File: config.mk
export PLATFORM = sky130hd
export DESIGN_NAME = split_sel
export DESIGN_NICKNAME = d
export VERILOG_FILES = /design/src/rtl/split_sel_pkg.sv /design/src/rtl/tmr_reg.sv /design/src/rtl/half_judge.sv /design/src/rtl/split_sel.sv
export SDC_FILE = /design/constraint.sdc
export NUM_CORES = 1
export LEC_CHECK = 0
export CAP_MARGIN = 5
export CELL_PAD_IN_SITES_DETAIL_PLACEMENT = 0
export CELL_PAD_IN_SITES_GLOBAL_PLACEMENT = 1
export CORE_ASPECT_RATIO = 1.5
export CORE_UTILIZATION = 40
export CTS_CLUSTER_DIAMETER = 150
export CTS_CLUSTER_SIZE = 30
export DETAILED_ROUTE_END_ITERATION = 16
export GPL_ROUTABILITY_DRIVEN = 0
export GPL_TIMING_DRIVEN = 1
export PLACE_DENSITY = 0.81
export RECOVER_POWER = 100
export SLEW_MARGIN = 20
export SYNTH_ARGS = -nofsm -noshare
export SYNTH_HDL_FRONTEND = slang
export SYNTH_SLANG_ARGS = --single-unit
File: constraint.sdc
create_clock -name clk_i -period 9.18 [get_ports clk_i]
set_input_delay 1.377 -clock clk_i [delete_from_list [all_inputs] [get_ports clk_i]]
set_output_delay 1.377 -clock clk_i [all_outputs]
set_load 0.1 [all_outputs]
File: src/rtl/split_sel_pkg.sv
package split_sel_pkg;
  typedef enum logic [1:0] {
    SRC_AVG = 2'b00,
    SRC_A   = 2'b01,
    SRC_B   = 2'b10
  } src_e;
endpackage

File: src/rtl/tmr_reg.sv
module tmr_reg #(
  parameter int W = 1
) (
  input  logic         clk_i,
  input  logic         rst_ni,
  input  logic [W-1:0] d_i,
  output logic [W-1:0] q_o
);
  logic [W-1:0] cp [3];

  for (genvar g = 0; g < 3; g++) begin : g_copy
    always_ff @(posedge clk_i or negedge rst_ni) begin
      if (!rst_ni) cp[g] <= '0;
      else         cp[g] <= q_o == d_i ? q_o : d_i;
    end
  end

  // bitwise majority of the three copies
  assign q_o = (cp[0] & cp[1]) | (cp[0] & cp[2]) | (cp[1] & cp[2]);
endmodule

File: src/rtl/half_judge.sv
module half_judge
  import split_sel_pkg::*;
#(
  parameter int DW     = 14,
  parameter int THRESH = 16
) (
  input  logic [DW-1:0] a_i,
  input  logic [DW-1:0] b_i,
  input  logic          hit_a_i,
  input  logic          hit_b_i,
  output logic [DW-1:0] code_o,
  output src_e          src_o,
  output logic          err_o
);
  localparam int SW = DW + 1;

  logic [SW-1:0] sum;
  logic [DW-1:0] diff;
  logic [DW-1:0] avg;
  logic          big;

  assign sum  = SW'(a_i) + SW'(b_i);
  assign avg  = sum[SW-1:1];
  assign diff = (a_i >= b_i) ? a_i - b_i : b_i - a_i;
  assign big  = 32'(diff) > THRESH;

  always_comb begin
    code_o = avg;
    src_o  = SRC_AVG;
    err_o  = 1'b0;
    if (big) begin
      if (hit_a_i && !hit_b_i) begin
        code_o = b_i;
        src_o  = SRC_B;
      end else if (hit_b_i && !hit_a_i) begin
        code_o = a_i;
        src_o  = SRC_A;
      end else begin
        err_o = 1'b1;
      end
    end
  end
endmodule

File: src/rtl/split_sel.sv
module split_sel
  import split_sel_pkg::*;
#(
  parameter int DW     = 14,
  parameter int THRESH = 16,
  parameter int CNT_W  = 16
) (
  input  logic             clk_i,
  input  logic             rst_ni,
  input  logic             samp_i,
  input  logic             conv_done_i,
  input  logic [DW-1:0]    code_a_i,
  input  logic [DW-1:0]    code_b_i,
  input  logic             hit_a_i,
  input  logic             hit_b_i,
  input  logic             cnt_clr_i,
  output logic [DW-1:0]    code_o,
  output logic             valid_o,
  output logic [1:0]       src_o,
  output logic             err_o,
  output logic [CNT_W-1:0] subst_cnt_o,
  output logic             det_clr_o
);
  localparam logic [CNT_W-1:0] CNT_MAX = '1;

  // capture stage
  logic [DW-1:0] a_q, b_q;
  logic          pend_q, hit_a_q, hit_b_q;

  always_ff @(posedge clk_i or negedge rst_ni) begin
    if (!rst_ni) begin
      a_q <= '0;
      b_q <= '0;
    end else if (conv_done_i) begin
      a_q <= code_a_i;
      b_q <= code_b_i;
    end
  end

  tmr_reg #(.W(3)) u_cap_ctl (
    .clk_i (clk_i),
    .rst_ni(rst_ni),
    .d_i   ({conv_done_i,
             conv_done_i ? hit_a_i : hit_a_q,
             conv_done_i ? hit_b_i : hit_b_q}),
    .q_o   ({pend_q, hit_a_q, hit_b_q})
  );

  // decision
  logic [DW-1:0] dec_code;
  src_e          dec_src;
  logic          dec_err;

  half_judge #(.DW(DW), .THRESH(THRESH)) u_judge (
    .a_i    (a_q),
    .b_i    (b_q),
    .hit_a_i(hit_a_q),
    .hit_b_i(hit_b_q),
    .code_o (dec_code),
    .src_o  (dec_src),
    .err_o  (dec_err)
  );

  // output stage
  always_ff @(posedge clk_i or negedge rst_ni) begin
    if (!rst_ni)     code_o <= '0;
    else if (pend_q) code_o <= dec_code;
  end

  tmr_reg #(.W(4)) u_out_ctl (
    .clk_i (clk_i),
    .rst_ni(rst_ni),
    .d_i   ({pend_q,
             pend_q ? 2'(dec_src) : src_o,
             pend_q ? dec_err : err_o}),
    .q_o   ({valid_o, src_o, err_o})
  );

  // substitution counter
  logic [CNT_W-1:0] cnt_d;
  always_comb begin
    cnt_d = subst_cnt_o;
    if (cnt_clr_i)
      cnt_d = '0;
    else if (pend_q && dec_src != SRC_AVG && subst_cnt_o != CNT_MAX)
      cnt_d = subst_cnt_o + 1'b1;
  end

  tmr_reg #(.W(CNT_W)) u_cnt (
    .clk_i (clk_i),
    .rst_ni(rst_ni),
    .d_i   (cnt_d),
    .q_o   (subst_cnt_o)
  );

  // detector clear on sampling-phase entry
  logic samp_q;
  tmr_reg #(.W(2)) u_phase (
    .clk_i (clk_i),
    .rst_ni(rst_ni),
    .d_i   ({samp_i, samp_i & ~samp_q}),
    .q_o   ({samp_q, det_clr_o})
  );

  // assertions
  assert_latency_R1: assert property (@(posedge clk_i) disable iff (!rst_ni)
    valid_o |-> $past(conv_done_i, 2));

  assert_sub_b_needs_a_hit_R3: assert property (@(posedge clk_i) disable iff (!rst_ni)
    (valid_o && src_o == 2'b10) |-> ($past(hit_a_i, 2) && !$past(hit_b_i, 2)));

  assert_sub_a_needs_b_hit_R4: assert property (@(posedge clk_i) disable iff (!rst_ni)
    (valid_o && src_o == 2'b01) |-> ($past(hit_b_i, 2) && !$past(hit_a_i, 2)));

  assert_err_uses_avg_R5: assert property (@(posedge clk_i) disable iff (!rst_ni)
    err_o |-> src_o == 2'b00);

  assert_cnt_step_R7: assert property (@(posedge clk_i) disable iff (!rst_ni)
    !cnt_clr_i |=> (subst_cnt_o == $past(subst_cnt_o) ||
                    subst_cnt_o == CNT_W'($past(subst_cnt_o) + 1'b1)));

  assert_cnt_sat_R7: assert property (@(posedge clk_i) disable iff (!rst_ni)
    (subst_cnt_o == CNT_MAX && !cnt_clr_i) |=> subst_cnt_o == CNT_MAX);

  assert_cnt_clr_R8: assert property (@(posedge clk_i) disable iff (!rst_ni)
    cnt_clr_i |=> subst_cnt_o == '0);

  assert_det_clr_pulse_R9: assert property (@(posedge clk_i) disable iff (!rst_ni)
    det_clr_o |=> !det_clr_o);

  assert_hold_R10: assert property (@(posedge clk_i) disable iff (!rst_ni)
    !valid_o |-> ($stable(code_o) && $stable(src_o) && $stable(err_o)));
endmodule

# --- Yosys cells after proc, flatten, opt, wreduce, memory -nomap -nowiden ---
# Cells that the tools add are included.
totals:
  regBits: 67
  elab_cells: 59
  out_inout_bits: 35
op_classes:
  bitwise: 14
  order_cmp: 2
  muxes: 20
  addsub: 4
  eq_ne: 5
  reduce_logical: 7
op_table:
  columns: ["cell", "count"]
  rows:
  - ["$mux 14", 4]
  - ["$mux 16", 3]
  - ["$or 16x16->16", 2]
  - ["$sub 14x14->14", 2]
  - ["$add 16x1->16 const B", 1]
  - ["$and 16x16->16", 1]
  - ["$eq 16x16->1", 1]
  - ["$ne 16x16->1 const B", 1]
  - ["$add 14x14->15", 1]
  - ["$ge 14x14->1", 1]
  - ["$gt 14x5->1 const B", 1]
  - ["$mux 2", 4]
  - ["$or 4x4->4", 2]
  - ["$mux 1", 7]
  - ["$or 3x3->3", 2]
  - ["$and 4x4->4", 1]
  - ["$eq 4x4->1", 1]
  - ["$logic_and 1x1->1", 4]
  - ["$mux 4", 1]
  - ["$or 2x2->2", 2]
  - ["$and 3x3->3", 1]
  - ["$eq 3x3->1", 1]
  - ["$mux 3", 1]
  - ["$and 2x2->2", 1]
  - ["5 further kinds", 6]

# --- Logic depth before layout (Yosys ltp) ---
# Gate-level depths: netlist (run 1).
depth:
  ltp_word: 15
  depth_mapped: 16
  ltp_nobuf: 13

# --- Modules after synthesis ---
# Synthesis (run 1) repeated with hierarchy kept, for this count alone.
unflattened:
  cells_unflattened: 586
  area_unflattened_um2: 5484.0
by_module_without_submodules:
  columns: ["mod", "seq_area_each_um2", "cells_per_inst", "area_each_um2", "instances"]
  rows:
  - ["half_judge", 0.0, 358, 2596.2, 1]
  - ["split_sel", 1051.0, 178, 2168.3, 1]
  - ["tmr_reg (u_cnt)", 400.4, 32, 460.4, 1]
  - ["tmr_reg (u_out_ctl)", 100.1, 8, 115.1, 1]
  - ["tmr_reg (u_cap_ctl)", 75.1, 6, 86.3, 1]
  - ["tmr_reg (u_phase)", 50.0, 4, 57.6, 1]

# --- Worst setup path before layout (run 1) ---
# No wires, ideal clock.
synth_timing:
  kind: "reg2reg"
  from: "register a_q[0]"
  to: "register code_o[2]"
  stages_incl_launch_ff: 16
  slack_ns: 5.649
  n_path_buf: 2
  arrival_time_ns: 3.444
  t_required_ns: 9.093
  cell_sequence: "dfrtp_1 inv_1 ha_1 fa_1 nor2b_1 o21ai_2 a211o_1 and3_1 buf_6 mux2i_1 xnor2_1 a41oi_2 nor4b_4 buf_6 mux2_2 a211oi_2"
synth_between:
  elab_chain_cells: 4
  elab_cells_between_ends: 9
  cone_classes: "add/sub (3); order compare (2); mux (4)"
synth_lines:
  columns: ["element", "line", "source"]
  rows:
  - ["start: declaration", "split_sel.sv:27", "logic [DW-1:0] a_q, b_q;"]
  - ["start signal: assignment", "split_sel.sv:35", "a_q <= code_a_i;"]
  - ["$sub 14x14->14 (tied with other cells)", "half_judge.sv:24", "assign diff = (a_i >= b_i) ? a_i - b_i : b_i - a_i;"]
  - ["$mux 14 (on tied branches)", "half_judge.sv:24, half_judge.sv:35", null]
  - ["$gt 14x5->1 / $mux 14 (equally long branches)", "half_judge.sv:25, half_judge.sv:32", null]
  - ["$mux 14 *", "half_judge.sv:31", "if (big) begin"]
  - ["end signal: assignment", "split_sel.sv:67", "else if (pend_q) code_o <= dec_code;"]
  - ["end: declaration", "split_sel.sv:17", "output logic [DW-1:0] code_o,"]
# Every way passes the cells marked *; elsewhere a longest branch is shown, timed or not.
# A chain may end at the register's enable or synchronous reset.

# --- Worst setup path after layout (run 1) ---
layout_timing:
  from: "register a_q[8]"
  to: "register code_o[9]"
# Same word-level chain as after synthesis.

==> results of run 1 <==
cell families after synthesis:
family	synth area share
compound gates	0.257
xor+xnor	0.0426
fa+ha+maj	0.121
buf+inv	0.0744
flops	0.313
mux	0.0278
simple gates	0.163
state kept, by name, summed over array words and instances, names as in the netlist:
register,cells
u_cap_ctl.cp,3
u_out_ctl.cp,4
u_cnt.cp,16
a_q,14
u_phase.cp,2
code_o,14
b_q,14
placed cells by master (no fill, tap or decap), drive strengths merged, types with 9 or more instances in the layout:
| master | n |
|---|---|
| o31ai | 14 |
| a22oi | 9 |
| nor2 | 35 |
| clkdlybuf4s50 | 31 |
| inv | 47 |
| nand2 | 62 |
| xnor2 | 22 |
| dfrtp | 67 |
| a21oi | 52 |
| o21ai | 57 |
| or4 | 11 |
| ha | 47 |
| nand3 | 13 |
| a21o | 10 |
| o21a | 13 |
| nor2b | 9 |
| dlygate4sd3 | 36 |
| clkbuf | 13 |
critical path: stages (launching register included):
cell,delay [ns]
dfrtp_1,0.39
inv_1,0.07
ha_1,0.49
and2_0,0.28
nor3b_1,0.19
a311oi_1,0.51
and3_1,0.49
mux2i_1,0.29
xnor2_1,0.15
a41oi_1,0.19
nor4b_4,0.29
clkbuf_1,1.79
o21ai_0,0.42
a22o_1,0.29
per-stage QoR:
step,power [µW],worst slack [ns]
6_report,1310,3.16
3_3_place_gp,926,5.03
2_1_floorplan,796,5.65
5_1_grt,1370,2.74
4_1_cts,1320,4.85
3_5_place_dp,936,4.89
layer usage:
layer,part of all wire,up-vias
li1,-,2311
met1,0.41,2349
met2,0.52,142
met3,0.037,34
met4,0.033,0
met5,0,-
power by group:
group          switching (µW)  internal [µW]  total (µW)  leakage, µW
combinational             382            183         565      0.00178
clock                     143            240         383     0.000160
sequential               28.0            330         358     0.000841
worst max path at each step:
stage                            start                    end  slack [ns]
detailed placement  a_q[8]$_DFFE_PN0P_  code_o[2]$_DFFE_PN0P_        4.89
global placement    a_q[8]$_DFFE_PN0P_  code_o[1]$_DFFE_PN0P_        5.03
global route        a_q[8]$_DFFE_PN0P_  code_o[9]$_DFFE_PN0P_        2.74
finish              a_q[8]$_DFFE_PN0P_  code_o[9]$_DFFE_PN0P_        3.16
CTS                 a_q[8]$_DFFE_PN0P_  code_o[1]$_DFFE_PN0P_        4.85
floorplan           a_q[0]$_DFFE_PN0P_  code_o[2]$_DFFE_PN0P_        5.65
layout make-up:
cell class | instances | area [µm²] | share of cell area
clock inverter | 7 | 100 | 0.0158
sequential | 67 | 1680 | 0.265
inverter | 47 | 176 | 0.0279
tap | 159 | 199 | 0.0314
multi-input combinational | 471 | 3240 | 0.513
clock buffer | 9 | 225 | 0.0356
timing repair buffer | 74 | 706 | 0.112
==> run metrics, run 1 <==
M1 GR Usage 0.270; max-slew violations 191; cell area power density 206 nW/µm²; number of diodes 0; setup slack on the worst flop-to-flop path 3.16 ns; violated checks capacitance limit, slew limit; clock latency at the later pin of the worst-skew pair 0.34 ns; pin count of the biggest net entering global routing 68; Critical Path RT 9.40 ns; Slew @ Worst Pin 3.74 ns; setup TNS 0 ns; Yosys Warn Count 0; Horiz. Die Dim 96.4 µm; share of async-settable or async-resettable flops after synthesis 1.00; Clock Tree Root clkbuf_16; clk sink count 67; most frequent cell after synthesis dfrtp_1; # hold bufs at CTS 0; average size of a mapped cell 8.54 µm²; Min Hold Slack 0.488 ns; wire length of the first global-routing pass 23,700 µm; Post-synth top flop dfrtp_1; Die Outline Area 13,800 µm²; initial standard-cell utilization of the core 0.411; number of H-tree levels 3; count of distinct cell types in the synthesized netlist 67; status finished, violations left; hold-critical path endpoint u_out_ctl.cp[9]$_DFFE_PN0N_; tightest slew margin relative to the limit -1.49; floorplan core area 13,000 µm²; number of core rows 51; IO Port Bufs 69; number of non-filler instances in the completed layout 834; RSZ-0062 raised after global routing false; TritonCTS clock tree yes; Ports 70; average wire per standard cell 17.9 µm; fraction of final layout cells with drive strength greater than 1 0.0548; portion of synthesized cell area occupied by the leading cell type 0.313; DRC 0; Setup-failing EPs final 0; synth-to-layout area growth 18.3%; post-synthesis cell type with the largest combined area dfrtp_1; Worst R2R Path Depth 13; Clock Tree Buf Depth 2; instance count along the most critical hold path 1; leading post-synthesis cells by instance count dfrtp_1, nand2_1, o21ai_0; startpoint of the tightest hold check path u_out_ctl.cp[9]$_DFFE_PN0N_; number of CTS-inserted buffers 9; crit path kind reg2reg; Vias/cell 5.80; initial antenna violation count 0; vertical die dimension 144 µm; Syn Std Cell Area 5350 µm²; Post-synth EDFFs 0; met2 track demand over resource in global routing 0.395; R2R Path End code_o[9]$_DFFE_PN0P_; start of the worst register-to-register path a_q[8]$_DFFE_PN0P_; routed via count 4,836; number of nets in the final layout 755; sequential fraction of the synthesis area 0.313; Post CTS Setup Buffer Count 0; total congestion overflow 0; cell count after synthesis 626; flops & latches, synth 67; type of the most critical hold path reg2reg; CP arrival 6.24 ns; Setup crit start kind register; fill count 1,284; final worst path period need 6.02 ns; Non-Filler Cell Area, Final 6330 µm²; post-placement cell count 818; total iterations of the first detailed-routing run 5; worst vdd rail ir drop 0.0879 mV; met3 Use GR 0.0354; global-route layer with the greatest usage met2; post-detailed-placement half-perimeter wirelength 10,900 µm; max_cap viols 3; Critical Path Sink Type register; leakage power 0.00278 µW; clock slew seen by the registers of the worst setup and hold paths 0.06 ns; number of hold violations in the final report 0; Max Clk Rate 166 MHz; number of resized instances in the post-cts repair step 0; final worst clock skew 0.00735 ns; total wire length after detailed routing 14,900 µm; number of global-route vias before repair 4,664; ratio of final minimum period to clock period 0.656; iteration-0 DRC count of the detailed router 272; total routing usage reported by global routing 0.225; synthesized net count 711; final core utilization 0.486; synth top area cells dfrtp_1, ha_1, o21ai_0; dpl cell area 6040 µm²; residual antenna-violating net count after detailed routing 0; Crit Path Max Fanout 61
Power figures use the tool's default switching activity.
==> inputs of run 2 (changes only) <==
CORE_UTILIZATION = 38   (was 40)
clock period = 5.2 ns   (was 9.18 ns; I/O delays follow)
==> run metrics, run 2 (synthesis gave the netlist of run 1 again) <==
status finished, violations left; violated checks capacitance limit, slew limit; final worst path period need 4.60 ns; CP arrival 4.82 ns; clk sink count 67; Critical Path RT 5.43 ns; initial standard-cell utilization of the core 0.393; DRC 0; wire length of the first global-routing pass 24,800 µm; setup slack on the worst flop-to-flop path 0.60 ns; IO Port Bufs 69; dpl cell area 6060 µm²; crit path kind reg2reg; internal power 1320 µW; fraction of final layout cells with drive strength greater than 1 0.0547; number of global-route vias before repair 4,991; instance count along the most critical hold path 1; routed via count 4,843; fraction of power spent switching nets 0.421; total wire length after detailed routing 14,900 µm; Post CTS Setup Buffer Count 0; startpoint of the tightest hold check path u_out_ctl.cp[9]$_DFFE_PN0N_; # hold bufs at CTS 0; number of diodes 0; Reg with most FFs u_cnt.cp; floorplan core area 13,600 µm²; clock network fraction of total power 0.285; proportion of power drawn by flip-flops and latches 0.278; number of core rows 52; fill count 1,328; max-slew violations 131; TritonCTS clock tree yes; Crit Path Max Fanout 15; max_cap viols 3; Die Outline Area 14,600 µm²; number of nets in the final layout 756; average wire per standard cell 17.7 µm; clock slew seen by the registers of the worst setup and hold paths 0.06 ns; cell area power density 359 nW/µm²; Setup crit start kind register; max reg flops 16; total iterations of the first detailed-routing run 4; clock latency at the later pin of the worst-skew pair 0.34 ns; R2R Path End code_o[8]$_DFFE_PN0P_; total routing usage reported by global routing 0.215; Worst R2R Path Depth 13; setup TNS 0 ns; worst vdd rail ir drop 0.142 mV; Critical Path Start a_q[8]$_DFFE_PN0P_; initial antenna violation count 0; type of the most critical hold path reg2reg; number of CTS-inserted buffers 9; leading cell type in the layout, fill and taps excluded dfrtp_1; residual antenna-violating net count after detailed routing 0; hold-critical path endpoint u_out_ctl.cp[9]$_DFFE_PN0N_; Slew @ Worst Pin 2.34 ns; Vias/cell 5.78; Clock Tree Root clkbuf_16; Ports 70; least setup slack across all paths after layout 0.601 ns; worst slack at placement 0.915 ns; number of hold violations in the final report 0; final worst clock skew 0.0109 ns; ratio of final minimum period to clock period 0.884; Setup-failing EPs final 0; most used cells in the layout excluding fill and tap cells dfrtp_1, nand2_1, o21ai_0; Critical Path Sink Type register; Horiz. Die Dim 98.9 µm; Non-Filler Cell Area, Final 6330 µm²; post-detailed-placement half-perimeter wirelength 10,900 µm; total congestion overflow 0; Net Sw Power 958 µW; final core utilization 0.465; start of the worst register-to-register path a_q[8]$_DFFE_PN0P_; portion of total power attributed to combinational logic 0.437; pin count of the biggest net entering global routing 61; number of resized instances in the post-cts repair step 0; Clock Tree Buf Depth 2; leakage power 0.00277 µW; vertical die dimension 147 µm; synth-to-layout area growth 18.3%; tightest slew margin relative to the limit -0.559; RSZ-0062 raised after global routing false; Max Clk Rate 217 MHz; iteration-0 DRC count of the detailed router 234; number of H-tree levels 3
[run 2: cell count changes in the layout (fill, tap and decap cells not counted), sizes merged]
cell      change
bufinv        -1
clkinv        -4
clkinvlp      +2
clkbuf        +5
inv           -1
[run 2: power groups by stage]
stage | clock [µW] | combinational (µW) | sequential, µW
after CTS | 661 | 1010 | 634
after global placement | 0 | 997 | 639
final | 649 | 994 | 632
after detailed placement | 0 | 1010 | 643
after global routing | 687 | 1070 | 642
after floorplan | 0 | 516 | 889
[run 2: stage by stage]
stage / hold slack [ns] / power (µW) / instances
floorplan: 0.484 / 1400 / 626
global placement: 0.483 / 1640 / 822
detailed placement: 0.483 / 1650 / 822
CTS: 0.496 / 2310 / 838
global route: 0.508 / 2400 / 838
finish: 0.486 / 2280 / 838
[run 2: cell type report]
class | count | area [µm²] | share of cell area
clock buffers | 13 | 270 | 0.0427
clock inverters | 3 | 45.0 | 0.00712
inverters | 47 | 176 | 0.0279
multi-input cells | 471 | 3250 | 0.513
flip-flops and latches | 67 | 1680 | 0.265
well taps | 162 | 203 | 0.0320
repair buffers | 75 | 712 | 0.112
[run 2: worst max-delay path by stage]
stage / end / slack (ns) / cells after the start
floorplan: code_o[3]$_DFFE_PN0P_ / 1.67 / 15
global placement: code_o[1]$_DFFE_PN0P_ / 1.09 / 13
detailed placement: code_o[1]$_DFFE_PN0P_ / 0.91 / 13
CTS: code_o[1]$_DFFE_PN0P_ / 0.85 / 13
global route: code_o[8]$_DFFE_PN0P_ / 0.35 / 13
finish: code_o[8]$_DFFE_PN0P_ / 0.60 / 13
[run 2: routing by layer]
metal,up-vias,GRT usage,share of wire
li1,2315,-,-
met1,2355,0.247,0.41
met2,129,0.382,0.51
met3,44,0.0343,0.034
met4,0,0.110,0.038
met5,-,0,0
[run 2: worst max-delay path: stages (launching register included)]
cell	delay, ns
dfrtp_1	0.39
inv_1	0.08
ha_1	0.49
and2_0	0.27
nor3b_1	0.19
a311oi_1	0.49
and3_1	0.50
mux2i_1	0.31
xnor2_1	0.16
a41oi_2	0.21
nor4b_4	0.32
clkbuf_1	0.56
o21ai_0	0.27
a22o_1	0.23
